==> src/rtl/dctl_pkg.sv <==
package dctl_pkg;

    localparam int DATA_W = 32;
    localparam int LANES  = DATA_W / 8;

    typedef enum logic [1:0] {
        REG_CMD  = 2'd0,
        REG_STS  = 2'd1,
        REG_TBL  = 2'd2,
        REG_NONE = 2'd3
    } reg_sel_e;

    typedef enum logic [1:0] {
        SZ_BYTE = 2'd0,
        SZ_HALF = 2'd1,
        SZ_WORD = 2'd2,
        SZ_RSVD = 2'd3
    } acc_size_e;

    typedef enum logic [1:0] {
        RUN_IDLE  = 2'd0,
        RUN_ON    = 2'd1,
        RUN_DRAIN = 2'd2
    } run_state_e;

    localparam int CMD_START_BIT = 0;
    localparam int CMD_DIR_BIT   = 3;
    localparam int STS_ACT_BIT   = 0;
    localparam int STS_IRQ_BIT   = 2;
    localparam logic [7:0] CMD_KEEP = 8'h09;

    typedef struct packed {
        logic                en;
        reg_sel_e            sel;
        logic [1:0]          off;
        acc_size_e           size;
        logic [DATA_W-1:0]   data;
    } host_wr_t;

    function automatic logic [LANES-1:0] lane_mask(acc_size_e sz, logic [1:0] off);
        case (sz)
            SZ_BYTE: return LANES'(4'b0001 << off);
            SZ_HALF: return LANES'(4'b0011 << off);
            default: return {LANES{1'b1}};
        endcase
    endfunction

    function automatic logic [DATA_W-1:0] lane_place(acc_size_e sz, logic [1:0] off,
                                                     logic [DATA_W-1:0] d);
        if (sz == SZ_WORD || sz == SZ_RSVD) return d;
        return d << {off, 3'b000};
    endfunction

    function automatic logic [DATA_W-1:0] lane_pick(acc_size_e sz, logic [1:0] off,
                                                    logic [DATA_W-1:0] v);
        logic [DATA_W-1:0] s;
        s = v >> {off, 3'b000};
        case (sz)
            SZ_BYTE: return {{(DATA_W-8){1'b0}}, s[7:0]};
            SZ_HALF: return {{(DATA_W-16){1'b0}}, s[15:0]};
            default: return v;
        endcase
    endfunction

endpackage

==> src/rtl/dctl_tbl_ptr.sv <==
module dctl_tbl_ptr
    import dctl_pkg::*;
#(
    parameter int PTR_W = 32,
    parameter int ALIGN_BITS = 2
) (
    input  logic             clk,
    input  logic             rst,
    input  host_wr_t         wr,
    output logic [PTR_W-1:0] tbl_ptr
);
    localparam int PLANES = PTR_W / 8;

    logic             hit;
    logic [PLANES-1:0] mask;
    logic [PTR_W-1:0] placed;
    logic [PTR_W-1:0] ptr_q;

    assign hit    = wr.en && (wr.sel == REG_TBL);
    assign mask   = PLANES'(lane_mask(wr.size, wr.off));
    assign placed = PTR_W'(lane_place(wr.size, wr.off, wr.data));

    for (genvar i = 0; i < PLANES; i++) begin : g_lane
        always_ff @(posedge clk) begin
            if (rst) begin
                ptr_q[i*8 +: 8] <= '0;
            end else if (hit && mask[i]) begin
                if (i == 0)
                    ptr_q[i*8 +: 8] <= placed[i*8 +: 8] & ~8'((1 << ALIGN_BITS) - 1);
                else
                    ptr_q[i*8 +: 8] <= placed[i*8 +: 8];
            end
        end
    end

    assign tbl_ptr = ptr_q;

endmodule

==> src/rtl/dctl_run_ctl.sv <==
module dctl_run_ctl
    import dctl_pkg::*;
#(
    parameter int PTR_W = 32
) (
    input  logic             clk,
    input  logic             rst,
    input  host_wr_t         wr,
    input  logic [PTR_W-1:0] tbl_ptr,
    input  logic             eng_busy,
    input  logic             eng_done,
    input  logic             eng_more,
    output logic [7:0]       cmd_q,
    output logic             active,
    output logic             kick,
    output logic             reload,
    output logic [PTR_W-1:0] cur_ptr
);
    run_state_e state_q, state_n;
    logic       cmd_wr, go, halt;
    logic       kick_n, reload_n;

    assign cmd_wr = wr.en && (wr.sel == REG_CMD);
    assign go     = cmd_wr &&  wr.data[CMD_START_BIT] && !cmd_q[CMD_START_BIT];
    assign halt   = cmd_wr && !wr.data[CMD_START_BIT] &&  cmd_q[CMD_START_BIT];

    always_comb begin
        state_n  = state_q;
        kick_n   = 1'b0;
        reload_n = 1'b0;
        if (go) begin
            state_n  = RUN_ON;
            reload_n = 1'b1;
            kick_n   = (state_q == RUN_IDLE);
        end else if (halt) begin
            state_n = (state_q != RUN_IDLE && eng_busy) ? RUN_DRAIN : RUN_IDLE;
        end else begin
            case (state_q)
                RUN_DRAIN: if (!eng_busy) state_n = RUN_IDLE;
                RUN_ON:    if (eng_done && !eng_more) state_n = RUN_IDLE;
                default:   state_n = state_q;
            endcase
        end
    end

    always_ff @(posedge clk) begin
        if (rst) begin
            state_q <= RUN_IDLE;
            kick    <= 1'b0;
            reload  <= 1'b0;
            cmd_q   <= '0;
            cur_ptr <= '0;
        end else begin
            state_q <= state_n;
            kick    <= kick_n;
            reload  <= reload_n;
            if (cmd_wr)   cmd_q   <= wr.data[7:0] & CMD_KEEP;
            if (reload_n) cur_ptr <= tbl_ptr;
        end
    end

    assign active = (state_q != RUN_IDLE);

    AST_KICK_ACTIVATES: assert property (@(posedge clk) disable iff (rst)
        kick |-> (active && !$past(active)));
    AST_SAME_START_QUIET: assert property (@(posedge clk) disable iff (rst)
        (cmd_wr && (wr.data[CMD_START_BIT] == cmd_q[CMD_START_BIT])) |=> (!kick && !reload));
    AST_STOP_WAITS: assert property (@(posedge clk) disable iff (rst)
        (halt && eng_busy && active) |=> active);

endmodule

==> src/rtl/dctl_status.sv <==
module dctl_status
    import dctl_pkg::*;
(
    input  logic     clk,
    input  logic     rst,
    input  host_wr_t wr,
    input  logic     active,
    input  logic     drv_irq,
    output logic [7:0] sts_byte,
    output logic     irq_out
);
    logic       drv_q, irq_flag;
    logic [1:0] misc_q;
    logic       sts_wr, rise;

    assign sts_wr = wr.en && (wr.sel == REG_STS);
    assign rise   = drv_irq && !drv_q;

    always_ff @(posedge clk) begin
        if (rst) begin
            drv_q    <= 1'b0;
            irq_flag <= 1'b0;
            misc_q   <= '0;
        end else begin
            drv_q <= drv_irq;
            if (rise)
                irq_flag <= 1'b1;
            else if (sts_wr && wr.data[STS_IRQ_BIT])
                irq_flag <= 1'b0;
            if (sts_wr) misc_q <= wr.data[6:5];
        end
    end

    assign sts_byte = {1'b0, misc_q, 2'b00, irq_flag, 1'b0, active};
    assign irq_out  = drv_irq;

    AST_IRQ_LATCHED: assert property (@(posedge clk) disable iff (rst)
        $rose(drv_irq) |=> sts_byte[STS_IRQ_BIT]);

endmodule

==> src/rtl/busdma_ctl_regs.sv <==
module busdma_ctl_regs
    import dctl_pkg::*;
#(
    parameter int PTR_W = 32
) (
    input  logic        clk,
    input  logic        rst,
    input  logic        acc_en,
    input  logic [1:0]  acc_sel,
    input  logic [1:0]  acc_off,
    input  logic [1:0]  acc_size,
    input  logic [31:0] acc_wdata,
    input  logic [1:0]  rd_sel,
    input  logic [1:0]  rd_off,
    input  logic [1:0]  rd_size,
    output logic [31:0] rd_data,
    input  logic        eng_busy,
    input  logic        eng_done,
    input  logic        eng_more,
    output logic        eng_kick,
    output logic        eng_reload,
    output logic        eng_active,
    output logic        eng_dir,
    output logic [31:0] eng_ptr,
    input  logic        drv_irq,
    output logic        irq_out
);
    host_wr_t         wr;
    logic [PTR_W-1:0] tbl_ptr, cur_ptr;
    logic [7:0]       cmd_q, sts_byte;
    logic             active;
    logic [31:0]      rd_raw;

    assign wr = '{en: acc_en, sel: reg_sel_e'(acc_sel), off: acc_off,
                  size: acc_size_e'(acc_size), data: acc_wdata};

    dctl_tbl_ptr #(.PTR_W(PTR_W)) u_tbl (
        .clk(clk), .rst(rst), .wr(wr), .tbl_ptr(tbl_ptr)
    );

    dctl_run_ctl #(.PTR_W(PTR_W)) u_run (
        .clk(clk), .rst(rst), .wr(wr), .tbl_ptr(tbl_ptr),
        .eng_busy(eng_busy), .eng_done(eng_done), .eng_more(eng_more),
        .cmd_q(cmd_q), .active(active), .kick(eng_kick),
        .reload(eng_reload), .cur_ptr(cur_ptr)
    );

    dctl_status u_sts (
        .clk(clk), .rst(rst), .wr(wr), .active(active),
        .drv_irq(drv_irq), .sts_byte(sts_byte), .irq_out(irq_out)
    );

    always_comb begin
        case (reg_sel_e'(rd_sel))
            REG_CMD: rd_raw = {24'd0, cmd_q};
            REG_STS: rd_raw = {24'd0, sts_byte};
            REG_TBL: rd_raw = 32'(tbl_ptr);
            default: rd_raw = '0;
        endcase
        rd_data = lane_pick(acc_size_e'(rd_size), rd_off, rd_raw);
    end

    assign eng_active = active;
    assign eng_dir    = cmd_q[CMD_DIR_BIT];
    assign eng_ptr    = 32'(cur_ptr);

    AST_RELOAD_COPIES: assert property (@(posedge clk) disable iff (rst)
        eng_reload |-> (eng_ptr == $past(32'(tbl_ptr))));
    AST_PTR_ALIGNED: assert property (@(posedge clk) disable iff (rst)
        (eng_ptr[1:0] == 2'b00) && (tbl_ptr[1:0] == 2'b00));
    AST_ACTIVE_MIRROR: assert property (@(posedge clk) disable iff (rst)
        eng_active == sts_byte[STS_ACT_BIT]);

endmodule

==> config.mk <==
export PLATFORM = sky130hd
export DESIGN_NAME = busdma_ctl_regs
export DESIGN_NICKNAME = d
export VERILOG_FILES = /design/src/rtl/dctl_pkg.sv /design/src/rtl/dctl_tbl_ptr.sv /design/src/rtl/dctl_run_ctl.sv /design/src/rtl/dctl_status.sv /design/src/rtl/busdma_ctl_regs.sv
export SDC_FILE = /design/constraint.sdc
export NUM_CORES = 1
export LEC_CHECK = 0
export BUFFER_PORTS_ARGS = -buffer_cell sky130_fd_sc_hd__buf_2
export CORE_ASPECT_RATIO = 2
export CORE_MARGIN = 3
export CORE_UTILIZATION = 55
export DETAILED_ROUTE_END_ITERATION = 16
export HOLD_SLACK_MARGIN = 0.1
export PLACE_DENSITY = 0.85
export SLEW_MARGIN = 15
export SYNTH_ARGS = -nofsm -noshare
export SYNTH_HDL_FRONTEND = slang
export SYNTH_SLANG_ARGS = --single-unit
==> constraint.sdc <==
create_clock -name clk -period 2.7 [get_ports clk]
set_input_delay 0.405 -clock clk [delete_from_list [all_inputs] [get_ports clk]]
set_output_delay 0.405 -clock clk [all_outputs]
set_load 0.01 [all_outputs]
==> metrics.md <==
| Metric | Value |
|---|---|
| Total of max-cap violations | 0 |
| GRT Overall Usage | 0.304 |
| Count of different cell masters after synthesis | 50 |
| Initial DRC Count | 477 |
| Starting Density | 0.573 |
| Post-synthesis adder-cell area fraction | 0.00981 |
| First-pass GRT wire length | about 19 mm |
| Initial antenna violation count | 0 |
| Worst Path Max Fanout | 15 |
| Fin Setup TNS | 0 ps |
| Sw Share | 0.254 |
| XOR/XNOR Fraction of Synth Area | 0 |
| Vias | 3,921 |
| Placed insts | 615 |
| Mapped Area | 0.00382 mm^2 |
| Share of cells above drive strength 1 | 0.285 |
| Minimum clock period | 2210 ps |
| Status | finished clean |
| Lkg Pwr | 0.00224 uW |
| Worst R2R Setup Slack | 920 ps |
| Hold WC Path Type | in -> reg |
| Boundary pin count | 120 |
| Internal cell power | 1950 uW |
| Post-DP HPWL | 8.91 mm |
| Clk sinks | 70 |
| Register bit count reported by yosys | 70 |
| Pre-CTS WS | about 500 ps |
| Die Span Y | 124 um |
| Top cells by area, synth | dfxtp_1, a22o_1, mux2i_1 |
| Startpoint types | primary input |
| Antenna viol nets, final | 0 |
| WS Path Type | in -> out |
| Least-Margin Pin Slew | 1170 ps |
| Port-buffer cells | 117 |
| Multiplexer share of the synthesized area | 0.0559 |
| CP Capture Type | primary output |
| Vias in the first global route | 3,658 |
| Peak supply drop | 440 uV |
| Die W | 65.0 um |
| Register area share after synthesis | 0.366 |
| RSZ-0062 raised after global routing | no |
| CTS buffer count | 9 |
| Worst EP arrival | approximately 1800 ps |
| Hold Fails Final Rpt | 0 |
| Final period util | 0.817 |
| Nets | approximately 590 |
| Fill cells | 566 |
| Die area | 0.00805 mm^2 |
| Largest net degree at the start of global routing | 34 |
| DRT Pass-1 Iters | 5 |
| Switching power | around 670 uW |
| Simple-gate share of the synthesized area | 0.159 |
| Final worst slack | 495 ps |
| Non-Filler Instances | 631 |
| Synth top area share | 0.366 |
| Worst-Skew Late Latency | ~340 ps |
| Share of power burned in registers | 0.417 |
| Synth Warn # | 0 |
| Cell taking the most area after synthesis | dfxtp_1 |
| Pwr Density | approximately 560 mW/mm^2 |
| Gate power share | 0.132 |
| EDFF count, synth | 0 |
| Final setup violation count | 0 |
| Clock Path Buffers | 2 |
| Worst EP required | approximately 2300 ps |
| Avg WL per Cell | 19.4 um |
| Cts repair resizes | 0 |
| CTS clock-pin slew for the worst setup and hold paths | 50 ps |
| CTS tree | done |
| # hold bufs at CTS | 0 |
| Largest family of logic cells by synthesized area | compound AO/OA/AOI/OAI gates |
| Avg Inst Size Synth | slightly below 9 um^2 |
| Mapped Cells | approximately 440 |
| Pins over their slew limit | 0 |
| Root Driver | clkbuf_16 |
| Power, Total | 2620 uW |
| Rel. slew slack | 0.218 |
| Drt drc | 0 |
| Layout area overhead | 22.2% |
| Core ar. | 0.00667 mm^2 |
| Count leader, synth | dfxtp_1 |
| Clock power frac | 0.451 |
| F_max | between 0.4 and 0.5 GHz |
| Final RePlAce weighted congestion | a little over 0.9 |
| Global route total overflow | 0 |
| Prevailing post-synth register cell | dfxtp_1 |
| Compound-Gate Fraction of Synth Area | 0.325 |
| Setup bufs post-CTS | 0 |
| Top cells by count, synth | dfxtp_1, a22o_1, inv_1, nor2_1 |
| WL final | roughly 12 mm |
| Post-DR vias/cell | between 6 and 7 |
| Ant diodes | 0 |
| Max Clock Skew | 6.33 ps |
| Asr flop ratio synth | 0 |
| Rows | 42 |
| H-tree levels | 3 |
-- per-stage QoR --
stage | area [um^2] | utilization | hold WS (ps)
3_3_place_gp | 4370 | 0.655 | 451
4_1_cts | 4670 | 0.700 | 313
6_report | 4670 | 0.700 | 316
3_5_place_dp | 4370 | 0.655 | 458
2_1_floorplan | 3830 | - | 454
5_1_grt | 4670 | 0.700 | 349
-- final cells by class --
type	count	area, um^2	area share
clock buffers	12	256	0.0549
clock inverters	4	45.0	0.00964
inverters	33	124	0.0265
multi-input cells	302	2110	0.452
flip-flops and latches	70	1400	0.300
well taps	88	110	0.0236
repair buffers	122	623	0.133
-- kinds of logic after synthesis --
group	after synthesis
simple gates	107
buf+inv	70
fa+ha+maj	3
compound gates	169
other cells	1
flops	70
mux	21
-- placed cells by master, fill, tap and decap left out, drive strengths merged, types with 2 or more instances in the layout --
master / count
mux2i: 18
o21ai: 25
mux2: 3
clkinv: 3
nor2: 26
nand2b: 15
nand3b: 5
conb: 2
a22o: 30
a21o: 6
nor2b: 6
buf: 122
nand2: 20
o22a: 7
ha: 3
inv: 33
and3: 16
dfxtp: 70
nand3: 10
clkbuf: 12
a22oi: 19
o2bb2ai: 6
a222oi: 8
a21oi: 25
o22ai: 16
nor3: 5
a31oi: 4
a211oi: 9
o221ai: 7
-- routing by layer --
metal | track usage | wire, um | vias to the layer above
li1 | - | - | 1833
met1 | 0.336 | 4510 | 1818
met2 | 0.530 | 6250 | 219
met3 | 0.0596 | 794 | 51
met4 | 0.179 | 709 | 0
met5 | 0 | 0 | -
-- worst paths after layout --
check	depth (start not counted)	endpoint	from
worst max-delay path	5	rd_data[8]	rd_off[1]
worst min-delay path	2	u_sts.drv_q$_SDFF_PP0_	drv_irq
worst max register to register	3	u_run.cur_ptr[13]$_SDFFE_PP0P_	u_run.cmd_q[0]$_SDFFE_PP0N_
worst min register to register	1	u_run.cur_ptr[19]$_SDFFE_PP0P_	u_run.cur_ptr[19]$_SDFFE_PP0P_
-- power groups by stage --
| stage | combinational, uW | clock, uW | sequential (uW) |
|---|---|---|---|
| floorplan | 224 | 0 | 1100 |
| global placement | 333 | 0 | 1110 |
| detailed placement | 340 | 0 | 1110 |
| CTS | 343 | 1180 | 1090 |
| global route | 379 | 1240 | 1090 |
| finish | 346 | 1180 | 1090 |
-- critical path: stages --
cell and delay, ps:
buf_2 260, nor2b_1 570, a22oi_1 170, o2bb2ai_1 230
buf_2 160
-- flip-flops by register name, indices dropped and copies added (netlist names) --
signal / flops
u_tbl.tbl_ptr: 30
u_run.cur_ptr: 30
u_run.kick: 1
u_run.state_q: 2
u_run.reload: 1
u_sts.irq_flag: 1
u_sts.drv_q: 1
u_sts.misc_q: 2
u_run.cmd_q: 2
(Power assumes the default switching activity.)
